==> src/rtl/csa_pkg.sv <==
`timescale 1ns/1ps
package csa_pkg;
  localparam int ADD_W   = 16;
  localparam int MAX_GRP = 5;

  function automatic int num_grp(bit sqrt_mode);
    return sqrt_mode ? 5 : 4;
  endfunction

  function automatic int grp_w(bit sqrt_mode, int idx);
    if (!sqrt_mode) return ADD_W / 4;
    case (idx)
      0, 1:    return 2;
      2:       return 3;
      3:       return 4;
      default: return 5;
    endcase
  endfunction

  function automatic int grp_lo(bit sqrt_mode, int idx);
    int lo;
    lo = 0;
    for (int j = 0; j < idx; j++) lo += grp_w(sqrt_mode, j);
    return lo;
  endfunction
endpackage

==> src/rtl/csa_zcla.sv <==
`timescale 1ns/1ps
// Lookahead adder: each carry formed as a flat sum of generate/propagate products.
module csa_zcla #(
  parameter int W = 4
) (
  input  logic [W-1:0] a_i,
  input  logic [W-1:0] b_i,
  input  logic         ci_i,
  output logic [W-1:0] sum_o,
  output logic         co_o
);
  logic [W-1:0] p, g;
  logic [W:0]   c;

  assign p = a_i ^ b_i;
  assign g = a_i & b_i;

  always_comb begin
    c[0] = ci_i;
    for (int k = 1; k <= W; k++) begin
      logic acc;
      logic run;
      acc = 1'b0;
      for (int j = 0; j < k; j++) begin
        run = g[j];
        for (int m = j + 1; m < k; m++) run = run & p[m];
        acc = acc | run;
      end
      run = ci_i;
      for (int m = 0; m < k; m++) run = run & p[m];
      c[k] = acc | run;
    end
  end

  assign sum_o = p ^ c[W-1:0];
  assign co_o  = c[W];
endmodule

==> src/rtl/csa_excess1.sv <==
`timescale 1ns/1ps
// Adds one: bit k flips when all lower bits are one.
module csa_excess1 #(
  parameter int W = 4
) (
  input  logic [W-1:0] in_i,
  output logic [W-1:0] out_o
);
  always_comb begin
    logic low_ones;
    low_ones = 1'b1;
    for (int k = 0; k < W; k++) begin
      out_o[k] = in_i[k] ^ low_ones;
      low_ones = low_ones & in_i[k];
    end
  end
endmodule

==> src/rtl/csa_sel_group.sv <==
`timescale 1ns/1ps
module csa_sel_group #(
  parameter int W = 4
) (
  input  logic [W-1:0] a_i,
  input  logic [W-1:0] b_i,
  input  logic         sel_i,
  output logic [W-1:0] sum_o,
  output logic         co_o
);
  logic [W-1:0] sum_z;
  logic         co_z;
  logic [W:0]   inc_out;

  csa_zcla #(.W(W)) u_zcla (
    .a_i  (a_i),
    .b_i  (b_i),
    .ci_i (1'b0),
    .sum_o(sum_z),
    .co_o (co_z)
  );

  csa_excess1 #(.W(W + 1)) u_inc (
    .in_i ({co_z, sum_z}),
    .out_o(inc_out)
  );

  assign sum_o = sel_i ? inc_out[W-1:0] : sum_z;
  assign co_o  = sel_i ? inc_out[W]     : co_z;
endmodule

==> src/rtl/sqrt_csel_add.sv <==
`timescale 1ns/1ps
module sqrt_csel_add
  import csa_pkg::*;
#(
  parameter bit SQRT_MODE = 1'b1
) (
  input  logic [ADD_W-1:0] a_i,
  input  logic [ADD_W-1:0] b_i,
  input  logic             cin_i,
  output logic [ADD_W-1:0] sum_o,
  output logic             cout_o
);
  localparam int NG = num_grp(SQRT_MODE);

  logic [NG-1:0] grp_c;

  for (genvar gi = 0; gi < NG; gi++) begin : g_grp
    localparam int GW = grp_w(SQRT_MODE, gi);
    localparam int LO = grp_lo(SQRT_MODE, gi);
    if (gi == 0) begin : g_low
      csa_zcla #(.W(GW)) u_add (
        .a_i  (a_i[LO +: GW]),
        .b_i  (b_i[LO +: GW]),
        .ci_i (cin_i),
        .sum_o(sum_o[LO +: GW]),
        .co_o (grp_c[gi])
      );
    end else begin : g_sel
      csa_sel_group #(.W(GW)) u_grp (
        .a_i  (a_i[LO +: GW]),
        .b_i  (b_i[LO +: GW]),
        .sel_i(grp_c[gi-1]),
        .sum_o(sum_o[LO +: GW]),
        .co_o (grp_c[gi])
      );
    end
  end

  assign cout_o = grp_c[NG-1];
endmodule

==> config.mk <==
export PLATFORM = sky130hd
export DESIGN_NAME = sqrt_csel_add
export DESIGN_NICKNAME = d
export VERILOG_FILES = /design/src/rtl/csa_pkg.sv /design/src/rtl/csa_zcla.sv /design/src/rtl/csa_excess1.sv /design/src/rtl/csa_sel_group.sv /design/src/rtl/sqrt_csel_add.sv
export SDC_FILE = /design/constraint.sdc
export NUM_CORES = 1
export LEC_CHECK = 0
export ABC_CLOCK_PERIOD_IN_PS = 3200
export BUFFER_PORTS_ARGS = -buffer_cell sky130_fd_sc_hd__buf_2
export CAP_MARGIN = 20
export CORE_ASPECT_RATIO = 1.2
export CORE_MARGIN = 3
export CORE_UTILIZATION = 51
export DETAILED_ROUTE_END_ITERATION = 12
export PLACE_DENSITY = 0.86
export SYNTH_ARGS = -nofsm -noshare
export SYNTH_HDL_FRONTEND = slang
export SYNTH_HIERARCHICAL = 1
export SYNTH_SLANG_ARGS = --single-unit
==> constraint.sdc <==
create_clock -name vclk -period 3.2
set_input_delay 0.32 -clock vclk [all_inputs]
set_output_delay 0.32 -clock vclk [all_outputs]
set_load 0.005 [all_outputs]
### Yosys cells after proc, flatten, opt, wreduce, memory -nomap -nowiden

Cells that the tools add are included.

* register bits after elaboration: 0
* latch bits: 0
* bits in writable memories: 0
* bits in read-only memories: 0
* output and inout port bits: 17
* memories kept: 0

* $add $sub $neg: 0
* multiply operators: 0
* div/mod/pow operators: 0
* $lt $le $gt $ge: 0
* equal/unequal tests: 0
* shift-type cells: 0
* mux-type cells: 8
* bitwise operators: 89
* reductions and logical operators: 0

Operators with widths (count)
* AND 1 bit: 33
* OR 1 bit: 23
* bitwise XOR 1 bit: 14
* bitwise XOR 5 bit: 2
* bitwise XOR 2 bit: 4
* bitwise XOR 4 bit: 2
* bitwise XOR 3 bit: 2
* AND 5 bit: 1
* two-way mux 5 bit: 1
* AND 2 bit: 2
* AND 4 bit: 1
* two-way mux 1 bit: 4
* two-way mux 4 bit: 1
* inverter 1 bit: 4
* AND 3 bit: 1
* two-way mux 3 bit: 1
* two-way mux 2 bit: 1

### Logic depth before layout (Yosys ltp)

* word-level depth: 14
* depth in mapped cells: 11
* gate-level depth less buffers: 10

### Modules after synthesis

Netlist, hierarchy kept.

By module, submodules not included
* csa_zcla (g_grp[4].g_sel.u_grp.u_zcla): times used 1, cells each 24, area each 214.0 µm²
* csa_zcla (g_grp[0].g_low.u_add ...): times used 2, cells each 11, area each 92.6 µm²
* csa_zcla (g_grp[3].g_sel.u_grp.u_zcla): times used 1, cells each 19, area each 166.4 µm²
* csa_zcla (g_grp[2].g_sel.u_grp.u_zcla): times used 1, cells each 12, area each 125.1 µm²
* csa_sel_group (g_grp[4].g_sel.u_grp): times used 1, cells each 8, area each 105.1 µm²
* csa_excess1 (g_grp[4].g_sel.u_grp.u_inc): times used 1, cells each 6, area each 62.6 µm²
* csa_sel_group (g_grp[3].g_sel.u_grp): times used 1, cells each 6, area each 60.1 µm²
* csa_excess1 (g_grp[3].g_sel.u_grp.u_inc): times used 1, cells each 5, area each 50.0 µm²
* csa_sel_group (g_grp[2].g_sel.u_grp): times used 1, cells each 5, area each 48.8 µm²
* csa_excess1 (g_grp[2].g_sel.u_grp.u_inc): times used 1, cells each 4, area each 37.5 µm²
* csa_sel_group (g_grp[1].g_sel.u_grp): times used 1, cells each 4, area each 37.5 µm²
* csa_excess1 (g_grp[1].g_sel.u_grp.u_inc): times used 1, cells each 3, area each 25.0 µm²

### Worst setup path after synthesis

Ideal clock, no wire load.

* path type: input to output
* start point: input port a_i[2]
* end point: output port cout_o
* arrival: 2.629 ns
* slack: 0.251 ns
* stages on the path: 10
* buffers on the path: 1
* cells stage by stage: inv_1 > fa_1 > inv_1 > ha_1 > xor2_1 > mux2_2 > mux2_2 > mux2_2 > buf_6 > mux2_4

* longest elaborated chain between the ends: 8
* elaborated cells on any way between the ends: 11
* classes of those cells: mux (4); bitwise (7)

RTL lines
* start: declaration: RTL line sqrt_csel_add.sv:7 `input logic [ADD_W-1:0] a_i,`
* bitwise XOR 2 bit: RTL line csa_zcla.sv:15 `assign p = a_i ^ b_i;`
* bitwise XOR 2 bit: RTL line csa_zcla.sv:35 `assign sum_o = p ^ c[W-1:0];`
* net g_grp[1].g_sel.u_grp.sum_z[0]: RTL line csa_sel_group.sv:11 `logic [W-1:0] sum_z;`
* AND 1 bit: RTL line csa_excess1.sv:14 `low_ones = low_ones & in_i[k];`
* bitwise XOR 1 bit: RTL line csa_excess1.sv:13 `out_o[k] = in_i[k] ^ low_ones;`
* net g_grp[1].g_sel.u_grp.inc_out[2]: RTL line csa_sel_group.sv:13 `logic [W:0] inc_out;`
* two-way mux 1 bit: RTL line csa_sel_group.sv:29 `assign co_o = sel_i ? inc_out[W] : co_z;`
* net grp_c[1]: RTL line sqrt_csel_add.sv:15 `logic [NG-1:0] grp_c;`
* two-way mux 1 bit: RTL line csa_sel_group.sv:29
* net grp_c[2]: RTL line sqrt_csel_add.sv:15
* two-way mux 1 bit: RTL line csa_sel_group.sv:29
* net grp_c[3]: RTL line sqrt_csel_add.sv:15
* two-way mux 1 bit: RTL line csa_sel_group.sv:29
* end: declaration: RTL line sqrt_csel_add.sv:11 `output logic cout_o`

The timed path passes the listed nets, and every way through them passes these cells.

### Final worst setup path

* start point: input port b_i[2]
* end point: output port sum_o[14]

* longest elaborated chain between the ends: 8
* elaborated cells on any way between the ends: 11
* classes of those cells: mux (4); bitwise (7)

RTL lines
* start: declaration: RTL line sqrt_csel_add.sv:8 `input logic [ADD_W-1:0] b_i,`
* bitwise XOR 2 bit: RTL line csa_zcla.sv:15
* bitwise XOR 2 bit: RTL line csa_zcla.sv:35
* net g_grp[1].g_sel.u_grp.sum_z[0]: RTL line csa_sel_group.sv:11
* AND 1 bit: RTL line csa_excess1.sv:14
* bitwise XOR 1 bit: RTL line csa_excess1.sv:13
* net g_grp[1].g_sel.u_grp.inc_out[2]: RTL line csa_sel_group.sv:13
* two-way mux 1 bit: RTL line csa_sel_group.sv:29
* net grp_c[1]: RTL line sqrt_csel_add.sv:15
* two-way mux 1 bit: RTL line csa_sel_group.sv:29
* net grp_c[2]: RTL line sqrt_csel_add.sv:15
* two-way mux 1 bit: RTL line csa_sel_group.sv:29
* net grp_c[3]: RTL line sqrt_csel_add.sv:15
* two-way mux 5 bit: RTL line csa_sel_group.sv:28 `assign sum_o = sel_i ? inc_out[W-1:0] : sum_z;`
* end: declaration: RTL line sqrt_csel_add.sv:10 `output logic [ADD_W-1:0] sum_o,`

The timed path passes the listed nets, and every way through them passes these cells.

==> results.json <==
{
  "outcome": "finished, final reports clean",
  "core_area_um2": 1960,
  "wl_met1_um": 833,
  "rsz0062_at_grt": "false",
  "portBuffers": 50,
  "wirelength_mm": 2.31,
  "start_util_pct": 57.1,
  "pwr-share-clk_pct": 0,
  "syn-cell-area_um2": 1120,
  "slew_viol_final": 0,
  "vias": 977,
  "intPower_w": 0.000240,
  "areaGrowthSynthToFinish_pct": 28.2,
  "switchingPower_w": 0.000178,
  "min_path_cells": 4,
  "place.gp.congestion": 0.800,
  "diodes": 0,
  "cts.repair.resized": 0,
  "drt_iter0_markers": 4,
  "seq_area_um2": 0,
  "pwr_density_cell_nw_per_um2": 292,
  "synth_cells": 118,
  "layout-drive-gt1-share_pct": 44.5,
  "die_x_um": 48.7,
  "antenna_found_initial": 0,
  "irDropWorstVdd_mv": 0.187,
  "end_kind": "output pin",
  "drc_errors": 0,
  "n_clock_buffer": 0,
  "highest_layer": "met4",
  "max_freq_mhz": 322,
  "dp_hpwl_mm": 2.17,
  "dr_wl_met2_mm": 1.33,
  "wl_per_cell_um": 11.5,
  "rows": 17,
  "min_period_over_period_pct": 97.1,
  "grt_max_degree": 7,
  "grt.total_usage_pct": 16.7,
  "required_ns": 2.88,
  "hold_viol": 0,
  "power_frac_comb_pct": 100.0,
  "dp_slack_ns": 0.0393,
  "ys_seq_area_share_pct": 0,
  "synth_cell_types": 27,
  "postCtsHoldBufs": 0,
  "whs_ns": 1.07,
  "finish.utilization_pct": 73.2,
  "finalCriticalPeriod_ns": 3.11,
  "worstPathArrival_ns": 2.79,
  "die_area_um2": 2790,
  "met3_length_um": 117,
  "detail-route-antenna-nets": 0,
  "first_pass_iters": 3,
  "cts_setup_buffers": 0,
  "maxCapViolations": 0,
  "critPathMaxFanout": 6,
  "grt_pass1_wl_mm": 3.99,
  "syn_area_per_cell_um2": 9.47,
  "holdCritPathClass": "input pin to output pin",
  "globalRoute.totalOverflow": 0,
  "flops_and_latches": 0,
  "die_h_um": 57.3,
  "setup_slack_ns": 0.0939,
  "criticalPathCategory": "input pin to output pin",
  "final_nets": 244,
  "switching_share_pct": 42.5,
  "setup_viol": 0,
  "avgViaCountPerCell": 4.86,
  "grt_pass1_vias": 1013,
  "pin_count": 50,
  "setup-tns-final_ns": 0,
  "yosys_warnings": 6,
  "leakage_nw": 0.837,
  "p_seq_share_pct": 0,
  "critPathLaunchType": "input pin"
}
[power by group through the flow]
stage / sequential, W / clock [W] / combinational (W)
after floorplan: 0 / 0 / 0.000280
after global placement: 0 / 0 / 0.000391
after detailed placement: 0 / 0 / 0.000413
after CTS: 0 / 0 / 0.000415
after global routing: 0 / 0 / 0.000465
final: 0 / 0 / 0.000418
[synth_stat cells, types with 2 or more instances]
master	number	area, um^2
ha_1	31	388
inv_1	21	78.8
mux2_2	12	135
xnor2_1	8	70.1
mux2_4	6	90.1
xor2_1	6	52.6
fa_1	5	100
conb_1	4	15.0
o21ai_1	3	15.0
nand2b_1	2	12.5
nor2_1	2	7.51
o21a_1	2	15.0
o21bai_1	2	15.0
[critical path: stages]
cell and delay [ns]:
buf_2 0.09, inv_1 0.05, fa_1 0.53, inv_2 0.05, ha_1 0.20, xor2_1 0.16
mux2_4 0.27, mux2_4 0.31, mux2_4 0.37, mux2_4 0.31, buf_2 0.13
[layout by cell type, fill, tap and decap left out]
cell type	n
o21ai_0	1
buf_2	50
buf_4	2
fa_1	5
conb_1	8
o21bai_1	2
or3_1	1
ha_1	31
mux2_2	9
o21a_1	2
a21oi_1	1
nor2_2	1
xor2_1	6
a2bb2oi_2	1
a21o_1	1
o21ai_1	3
nor3_2	1
nor2_1	2
nand2b_1	2
o211ai_2	1
or2_1	1
o22ai_2	1
o22ai_1	1
nand2_1	1
xnor2_1	8
mux2_4	9
o21a_4	1
inv_2	1
inv_1	20
[worst paths after layout]
kind / start / to / slack, ns
worst max-delay path: b_i[2] / sum_o[14] / 0.09
worst min-delay path: b_i[1] / sum_o[1] / 1.07
[area by class of cell]
cell class,count,area [um^2]
well taps,28,35.0
multi-input cells,100,1050
repair buffers,52,265
fillers,147,524
inverters,21,78.8
[metrics by stage]
stage | instance area (um^2) | power [W] | instances
floorplan | 1130 | 0.000280 | 122
global placement | 1420 | 0.000391 | 201
detailed placement | 1420 | 0.000413 | 201
CTS | 1420 | 0.000415 | 201
global route | 1430 | 0.000465 | 201
finish | 1430 | 0.000418 | 201
[routing by layer]
metal  vias up  track usage, %
li1        499               -
met1       441            15.6
met2        33            37.9
met3         4            1.57
met4         0            2.85
met5         -               0
[cell families (layout without fill, tap and decap cells)]
group,after synthesis,in the layout,synth area share [%]
and+or+nand+nor,9,9,4.70
AOI/OAI and AO/OA,15,15,11.1
buffers and inverters,22,73,8.06
other,4,8,1.34
adders and majority gates,36,36,43.7
muxes,18,18,20.2
xor gates and xnor gates,14,14,11.0
Note: power is estimated with default switching activity, not from simulation.
